### src/rtl/osd_pkg.sv
package osd_pkg;
  localparam int unsigned OSD_CELL_W   = 10;
  localparam int unsigned OSD_CELL_H   = 16;
  localparam int unsigned OSD_COLS     = 24;
  localparam int unsigned OSD_MEM_ROWS = 10;
  localparam int unsigned OSD_SCR_ROWS = 10;
endpackage

### src/rtl/osd_hcount.sv
module osd_hcount #(
  parameter int unsigned CELL_W = 10,
  parameter int unsigned COLS   = 24,
  parameter int unsigned DW     = 4,
  parameter int unsigned CW     = 5
) (
  input  logic          clk,
  input  logic          rst_n,
  input  logic          h_flyback,
  input  logic          dbl_w,
  output logic          h_blank,
  output logic          h_run,
  output logic [CW-1:0] col,
  output logic [DW-1:0] pix
);
  logic          blank_q, blank_d;
  logic          half_q, half_d;
  logic [DW-1:0] pix_q, pix_d;
  logic [CW-1:0] col_q, col_d;
  logic          in_span;

  assign in_span = col_q < CW'(COLS);

  always_comb begin
    blank_d = blank_q;
    half_d  = half_q;
    pix_d   = pix_q;
    col_d   = col_q;
    if (h_flyback) begin
      blank_d = 1'b1;
      half_d  = 1'b0;
      pix_d   = '0;
      col_d   = '0;
    end else if (blank_q) begin
      blank_d = 1'b0;
    end else if (in_span) begin
      if (dbl_w && !half_q) begin
        half_d = 1'b1;
      end else begin
        half_d = 1'b0;
        if (pix_q == DW'(CELL_W - 1)) begin
          pix_d = '0;
          col_d = col_q + (dbl_w ? CW'(2) : CW'(1));
        end else begin
          pix_d = pix_q + DW'(1);
        end
      end
    end
  end

  always_ff @(posedge clk or negedge rst_n) begin
    if (!rst_n) begin
      blank_q <= 1'b1;
      half_q  <= 1'b0;
      pix_q   <= '0;
      col_q   <= '0;
    end else begin
      blank_q <= blank_d;
      half_q  <= half_d;
      pix_q   <= pix_d;
      col_q   <= col_d;
    end
  end

  assign h_blank = blank_q;
  assign h_run   = !blank_q && in_span;
  assign col     = col_q;
  assign pix     = pix_q;

  assert_dot_range_R3: assert property (@(posedge clk) disable iff (!rst_n)
    !blank_q |-> pix_q < DW'(CELL_W));
  assert_flyback_clear_R2: assert property (@(posedge clk) disable iff (!rst_n)
    h_flyback |=> (col_q == '0 && pix_q == '0 && blank_q));
  assert_even_col_R4: assert property (@(posedge clk) disable iff (!rst_n)
    (h_run && dbl_w) |-> !col_q[0]);
  assert_pixel_hold_R4: assert property (@(posedge clk) disable iff (!rst_n)
    (h_run && dbl_w && !half_q && !h_flyback) |=> pix_q == $past(pix_q));
endmodule

### src/rtl/osd_vcount.sv
module osd_vcount #(
  parameter int unsigned CELL_H   = 16,
  parameter int unsigned MEM_ROWS = 10,
  parameter int unsigned SCR_ROWS = 10,
  parameter int unsigned LW       = 4,
  parameter int unsigned RW       = 4,
  parameter int unsigned SW       = 4
) (
  input  logic          clk,
  input  logic          rst_n,
  input  logic          v_flyback,
  input  logic          h_flyback,
  input  logic          h_blank,
  input  logic          dbl_h,
  output logic          v_run,
  output logic [RW-1:0] mem_row,
  output logic [LW-1:0] line
);
  logic          armed_q, armed_d;
  logic          second_q, second_d;
  logic [LW-1:0] sline_q, sline_d;
  logic [RW-1:0] mrow_q, mrow_d;
  logic [SW-1:0] srow_q, srow_d;
  logic          line_start;

  assign line_start = h_flyback && !h_blank;

  always_comb begin
    armed_d  = armed_q;
    second_d = second_q;
    sline_d  = sline_q;
    mrow_d   = mrow_q;
    srow_d   = srow_q;
    if (v_flyback) begin
      armed_d  = 1'b0;
      second_d = 1'b0;
      sline_d  = '0;
      mrow_d   = '0;
      srow_d   = '0;
    end else if (line_start) begin
      if (!armed_q) begin
        armed_d = 1'b1;
      end else if (srow_q < SW'(SCR_ROWS)) begin
        if (sline_q == LW'(CELL_H - 1)) begin
          sline_d = '0;
          srow_d  = srow_q + SW'(1);
          if (dbl_h && !second_q) begin
            second_d = 1'b1;
          end else begin
            second_d = 1'b0;
            mrow_d   = mrow_q + RW'(1);
          end
        end else begin
          sline_d = sline_q + LW'(1);
        end
      end
    end
  end

  always_ff @(posedge clk or negedge rst_n) begin
    if (!rst_n) begin
      armed_q  <= 1'b0;
      second_q <= 1'b0;
      sline_q  <= '0;
      mrow_q   <= '0;
      srow_q   <= '0;
    end else begin
      armed_q  <= armed_d;
      second_q <= second_d;
      sline_q  <= sline_d;
      mrow_q   <= mrow_d;
      srow_q   <= srow_d;
    end
  end

  assign v_run   = armed_q && (srow_q < SW'(SCR_ROWS)) && (mrow_q < RW'(MEM_ROWS));
  assign mem_row = mrow_q;
  assign line    = dbl_h ? ((second_q ? LW'(CELL_H / 2) : LW'(0)) + (sline_q >> 1))
                         : sline_q;

  assert_row_space_R8: assert property (@(posedge clk) disable iff (!rst_n)
    srow_q <= SW'(SCR_ROWS));
  assert_exhaust_hold_R8: assert property (@(posedge clk) disable iff (!rst_n)
    (armed_q && srow_q == SW'(SCR_ROWS) && !v_flyback) |=> srow_q == SW'(SCR_ROWS));
  assert_frame_reset_R5: assert property (@(posedge clk) disable iff (!rst_n)
    v_flyback |=> (!armed_q && mrow_q == '0 && srow_q == '0));
  assert_mem_behind_screen_R7: assert property (@(posedge clk) disable iff (!rst_n)
    {1'b0, mrow_q} <= {1'b0, srow_q});
endmodule

### src/rtl/osd_cell_addr_gen.sv
module osd_cell_addr_gen
  import osd_pkg::*;
#(
  parameter int unsigned CELL_W   = OSD_CELL_W,
  parameter int unsigned CELL_H   = OSD_CELL_H,
  parameter int unsigned COLS     = OSD_COLS,
  parameter int unsigned MEM_ROWS = OSD_MEM_ROWS,
  parameter int unsigned SCR_ROWS = OSD_SCR_ROWS,
  localparam int unsigned DW = $clog2(CELL_W),
  localparam int unsigned LW = $clog2(CELL_H),
  localparam int unsigned CW = $clog2(COLS + 2),
  localparam int unsigned RW = $clog2(MEM_ROWS + 1),
  localparam int unsigned SW = $clog2(SCR_ROWS + 1)
) (
  input  logic          clk,
  input  logic          rst_n,
  input  logic          h_flyback,
  input  logic          v_flyback,
  input  logic          row_dbl_height,
  input  logic          row_dbl_width,
  output logic [RW-1:0] ram_row,
  output logic [CW-1:0] ram_col,
  output logic [LW-1:0] glyph_line,
  output logic [DW-1:0] glyph_dot,
  output logic          disp_active
);
  logic [1:0] rst_sync;
  logic       core_rst_n;
  logic       h_blank, h_run, v_run;

  always_ff @(posedge clk or negedge rst_n) begin
    if (!rst_n) rst_sync <= 2'b00;
    else        rst_sync <= {rst_sync[0], 1'b1};
  end
  assign core_rst_n = rst_sync[1];

  osd_hcount #(.CELL_W(CELL_W), .COLS(COLS), .DW(DW), .CW(CW)) u_h (
    .clk(clk), .rst_n(core_rst_n), .h_flyback(h_flyback), .dbl_w(row_dbl_width),
    .h_blank(h_blank), .h_run(h_run), .col(ram_col), .pix(glyph_dot)
  );

  osd_vcount #(.CELL_H(CELL_H), .MEM_ROWS(MEM_ROWS), .SCR_ROWS(SCR_ROWS),
               .LW(LW), .RW(RW), .SW(SW)) u_v (
    .clk(clk), .rst_n(core_rst_n), .v_flyback(v_flyback), .h_flyback(h_flyback),
    .h_blank(h_blank), .dbl_h(row_dbl_height),
    .v_run(v_run), .mem_row(ram_row), .line(glyph_line)
  );

  assign disp_active = h_run && v_run;

  assert_reset_idle_R1: assert property (@(posedge clk) !core_rst_n |-> !disp_active);
  assert_col_bound_R3: assert property (@(posedge clk) disable iff (!core_rst_n)
    disp_active |-> ram_col < CW'(COLS));
  assert_flyback_dark_R9: assert property (@(posedge clk) disable iff (!core_rst_n)
    h_flyback |=> !disp_active);
endmodule

### config.mk
export PLATFORM = sky130hd
export DESIGN_NAME = osd_cell_addr_gen
export DESIGN_NICKNAME = d
export VERILOG_FILES = /design/src/rtl/osd_pkg.sv /design/src/rtl/osd_hcount.sv /design/src/rtl/osd_vcount.sv /design/src/rtl/osd_cell_addr_gen.sv
export SDC_FILE = /design/constraint.sdc
export NUM_CORES = 1
export LEC_CHECK = 0
export CELL_PAD_IN_SITES_DETAIL_PLACEMENT = 0
export CELL_PAD_IN_SITES_GLOBAL_PLACEMENT = 2
export CORE_UTILIZATION = 35
export CTS_BUF_LIST = sky130_fd_sc_hd__clkbuf_4 sky130_fd_sc_hd__clkbuf_8
export DETAILED_ROUTE_END_ITERATION = 10
export HOLD_SLACK_MARGIN = 0.06
export PLACE_DENSITY = 0.83
export REMOVE_ABC_BUFFERS = 1
export SLEW_MARGIN = 20
export SYNTH_ARGS = -nofsm -noshare
export SYNTH_HDL_FRONTEND = slang
export SYNTH_SLANG_ARGS = --single-unit
### constraint.sdc
create_clock -name clk -period 1.6 [get_ports clk]
set_clock_uncertainty 0.15 [all_clocks]
set_input_delay 0.24 -clock clk [delete_from_list [all_inputs] [get_ports clk]]
set_output_delay 0.24 -clock clk [all_outputs]
set_load 0.005 [all_outputs]
==> flow_summary.json <==
{
  "synthFlopType": "dfrtp_1",
  "finalCritPeriodShare": 1.07,
  "worstPathRequired_ns": 1.66,
  "rows": 23,
  "nets": 238,
  "routabilityCongestion": 0.807,
  "synth_edf_count": 0,
  "total_leakage_power_uw": 0.00118,
  "synth_area_leaders": "dfrtp_1 (44%), ha_1 (6.0%), nor2_1 (5.9%)",
  "cts_buffer_depth": 2,
  "drive_gt1_frac": 0.457,
  "drc": 0,
  "fin_ws_ns": -0.107,
  "crit_path_end_kind": "flip-flop",
  "clk_pin_slew_worst_paths_ns": 0.10,
  "ys_seq_area_frac": 0.461,
  "rrSetupSlack_ns": -0.11,
  "fin_crit_ns": 1.71,
  "irDropWorstVdd_v": 0.000322,
  "route.vias.total": 1355,
  "cp_cell_sequence": "inv_1 > ha_2 > and3b_1 > nand3_2 > buf_6 > or3_1 > a21oi_2",
  "viasPerCell": 4.96,
  "synthCells": 140,
  "ys_warn_count": 0,
  "async_flop_share": 1.00,
  "hold_class": "reg -> async",
  "yosys.area.top_type": "dfrtp_1",
  "cts_tree": "yes",
  "dpl.hpwl_mm": 2.50,
  "coreArea_sq_mm": 0.00400,
  "rsz0062_at_grt": "true",
  "antenna_found_initial": 0,
  "first_global_vias": 1355,
  "clkLatencyLatePin_ns": 0.27,
  "setup_violations": 13,
  "grt_pass1_wl_mm": 6.26,
  "maxCapViolCount": 0,
  "yosysMostFrequentCell": "dfrtp_1",
  "powerDensity_mw_per_mm2": 513,
  "drtPass1Iterations": 4,
  "start_kind": "flip-flop",
  "fin_area_sq_mm": 0.00241,
  "synth_common_cells": "dfrtp_1 (26), nor2_1 (23), mux2i_1 (8)",
  "critPathArrivalTime_ns": 1.77,
  "start_util": 0.367,
  "crit_type": "reg -> reg",
  "synth_top_area_share": 0.443,
  "synth_area_sq_mm": 0.00147,
  "cts.sinks": 27,
  "failed_checks": "negative setup slack",
  "status": "complete, but fails checks",
  "clockRootBuffer": "clkbuf_8",
  "slew_viol_final": 0,
  "wirelength_mm": 3.85,
  "antenna_left": 0,
  "initialDrtViolationCount": 60,
  "die_w_microns": 66.8,
  "synthDistinctLibCells": 38,
  "port_buffers": 23,
  "wl_per_cell_microns": 14.1,
  "overflow": 0,
  "timing.final.hold_violations": 0,
  "die_h_microns": 66.8,
  "ys_seq_elements": 27,
  "n_antenna_cell": 0,
  "htree_levels": 1,
  "grtUsageTotal": 0.187,
  "postLayoutCoreUtil": 0.603,
  "holdWs_ns": 0.0721,
  "critPathMaxStageDelay_ns": 0.40,
  "io_pins": 24,
  "place_area_sq_mm": 0.00203,
  "critPathSlowestCell": "dfrtp_1",
  "avgSynthCellArea_sq_um": 10.5,
  "grt_max_degree": 16,
  "cp_max_fo": 4,
  "dieArea_sq_mm": 0.00446,
  "cts_buffers": 3,
  "fmax_ghz": 0.586,
  "synthToLayoutAreaGrowth_pct": 64.3
}
-- critical path, delay by kind of cell, from the launching register on --
family	cells	cell delay, ns
and+or+nand+nor	3	0.60
AOI/OAI and AO/OA	1	0.12
adders and majority gates	1	0.17
DFF	1	0.40
buffers and inverters	2	0.20
-- worst paths after layout --
kind                                  start          end  cells past startpoint
worst max-delay path             u_h.pix[1]   u_h.col[2]                      7
worst min-delay path            rst_sync[1]   u_h.col[3]                      1
worst max register to register   u_h.pix[1]   u_h.col[2]                      7
worst min register to register  rst_sync[1]   u_h.col[3]                      1
max in group asynchronous       rst_sync[1]   u_h.pix[3]                      1
min in group clk                rst_sync[0]  rst_sync[1]                      0
-- through the flow --
| stage | instances | setup WS, ns | TNS (ns) | total power, uW |
|---|---|---|---|---|
| 5_1_grt | 273 | -0.186 | -2.05 | 1310 |
| 3_3_place_gp | 248 | -0.494 | -6.95 | 845 |
| 3_5_place_dp | 248 | -0.555 | -7.40 | 848 |
| 4_1_cts | 269 | -0.119 | -0.691 | 1240 |
| 2_1_floorplan | 138 | -0.171 | -0.407 | 767 |
| 6_report | 273 | -0.107 | -0.726 | 1240 |
-- flip-flops by register name (all words and copies together), names as in the netlist --
signal / flops
u_v.armed_q: 1
u_v.sline_q: 4
u_h.col: 5
u_h.pix: 4
u_v.second_q: 1
u_v.srow_q: 4
u_v.mem_row: 4
u_h.half_q: 1
rst_sync: 2
u_h.h_blank: 1
-- cells by family after synthesis --
| group | Yosys count | share of synthesized area |
|---|---|---|
| multiplexers | 17 | 0.126 |
| flip-flops | 27 | 0.461 |
| AO/OA/AOI/OAI | 16 | 0.0674 |
| buffers and inverters | 9 | 0.0230 |
| other | 1 | 0.00256 |
| adder cells (fa/ha/maj) | 8 | 0.0733 |
| AND/OR/NAND/NOR | 58 | 0.223 |
| XOR/XNOR | 4 | 0.0239 |
-- where the power goes --
part | switching [uW] | total [uW] | internal (uW)
sequential | 8.10 | 702 | 694
clock | 217 | 391 | 174
combinational | 73.3 | 144 | 70.4
total | 298 | 1240 | 939
-- layer usage --
metal,global-route usage,part of all wire
met2,0.317,0.52
met4,0.0505,0.011
met5,0,0
met1,0.245,0.45
met3,0.0274,0.022
-- area by class of cell --
class	count	area [sq um]
clock buffers	3	41.3
clock inverters	1	5.00
multi-input cells	104	898
well taps	50	62.6
fillers	336	1590
inverters	7	26.3
repair buffers	81	701
flip-flops and latches	27	677
-- cell usage in the layout, fill, tap and decap left out, types with 5 or more instances in the layout --
| cell type | instances |
|---|---|
| buf_4 | 41 |
| buf_6 | 17 |
| nand2_1 | 6 |
| mux2_4 | 5 |
| mux2i_1 | 8 |
| dlygate4sd2_1 | 13 |
| dfrtp_1 | 26 |
| nor2_1 | 22 |
| inv_1 | 6 |
-- repair_timing --
item | in CTS | in global routing
hold buffers | 2 | 0
hold endpoints to repair | 9 | 0
setup endpoints to repair | 26 | 25
gates resized for setup | 55 | 25
pin swaps | 16 | 13
buffers inserted | 16 | 5
No activity file was read; power rests on OpenSTA's default activity.
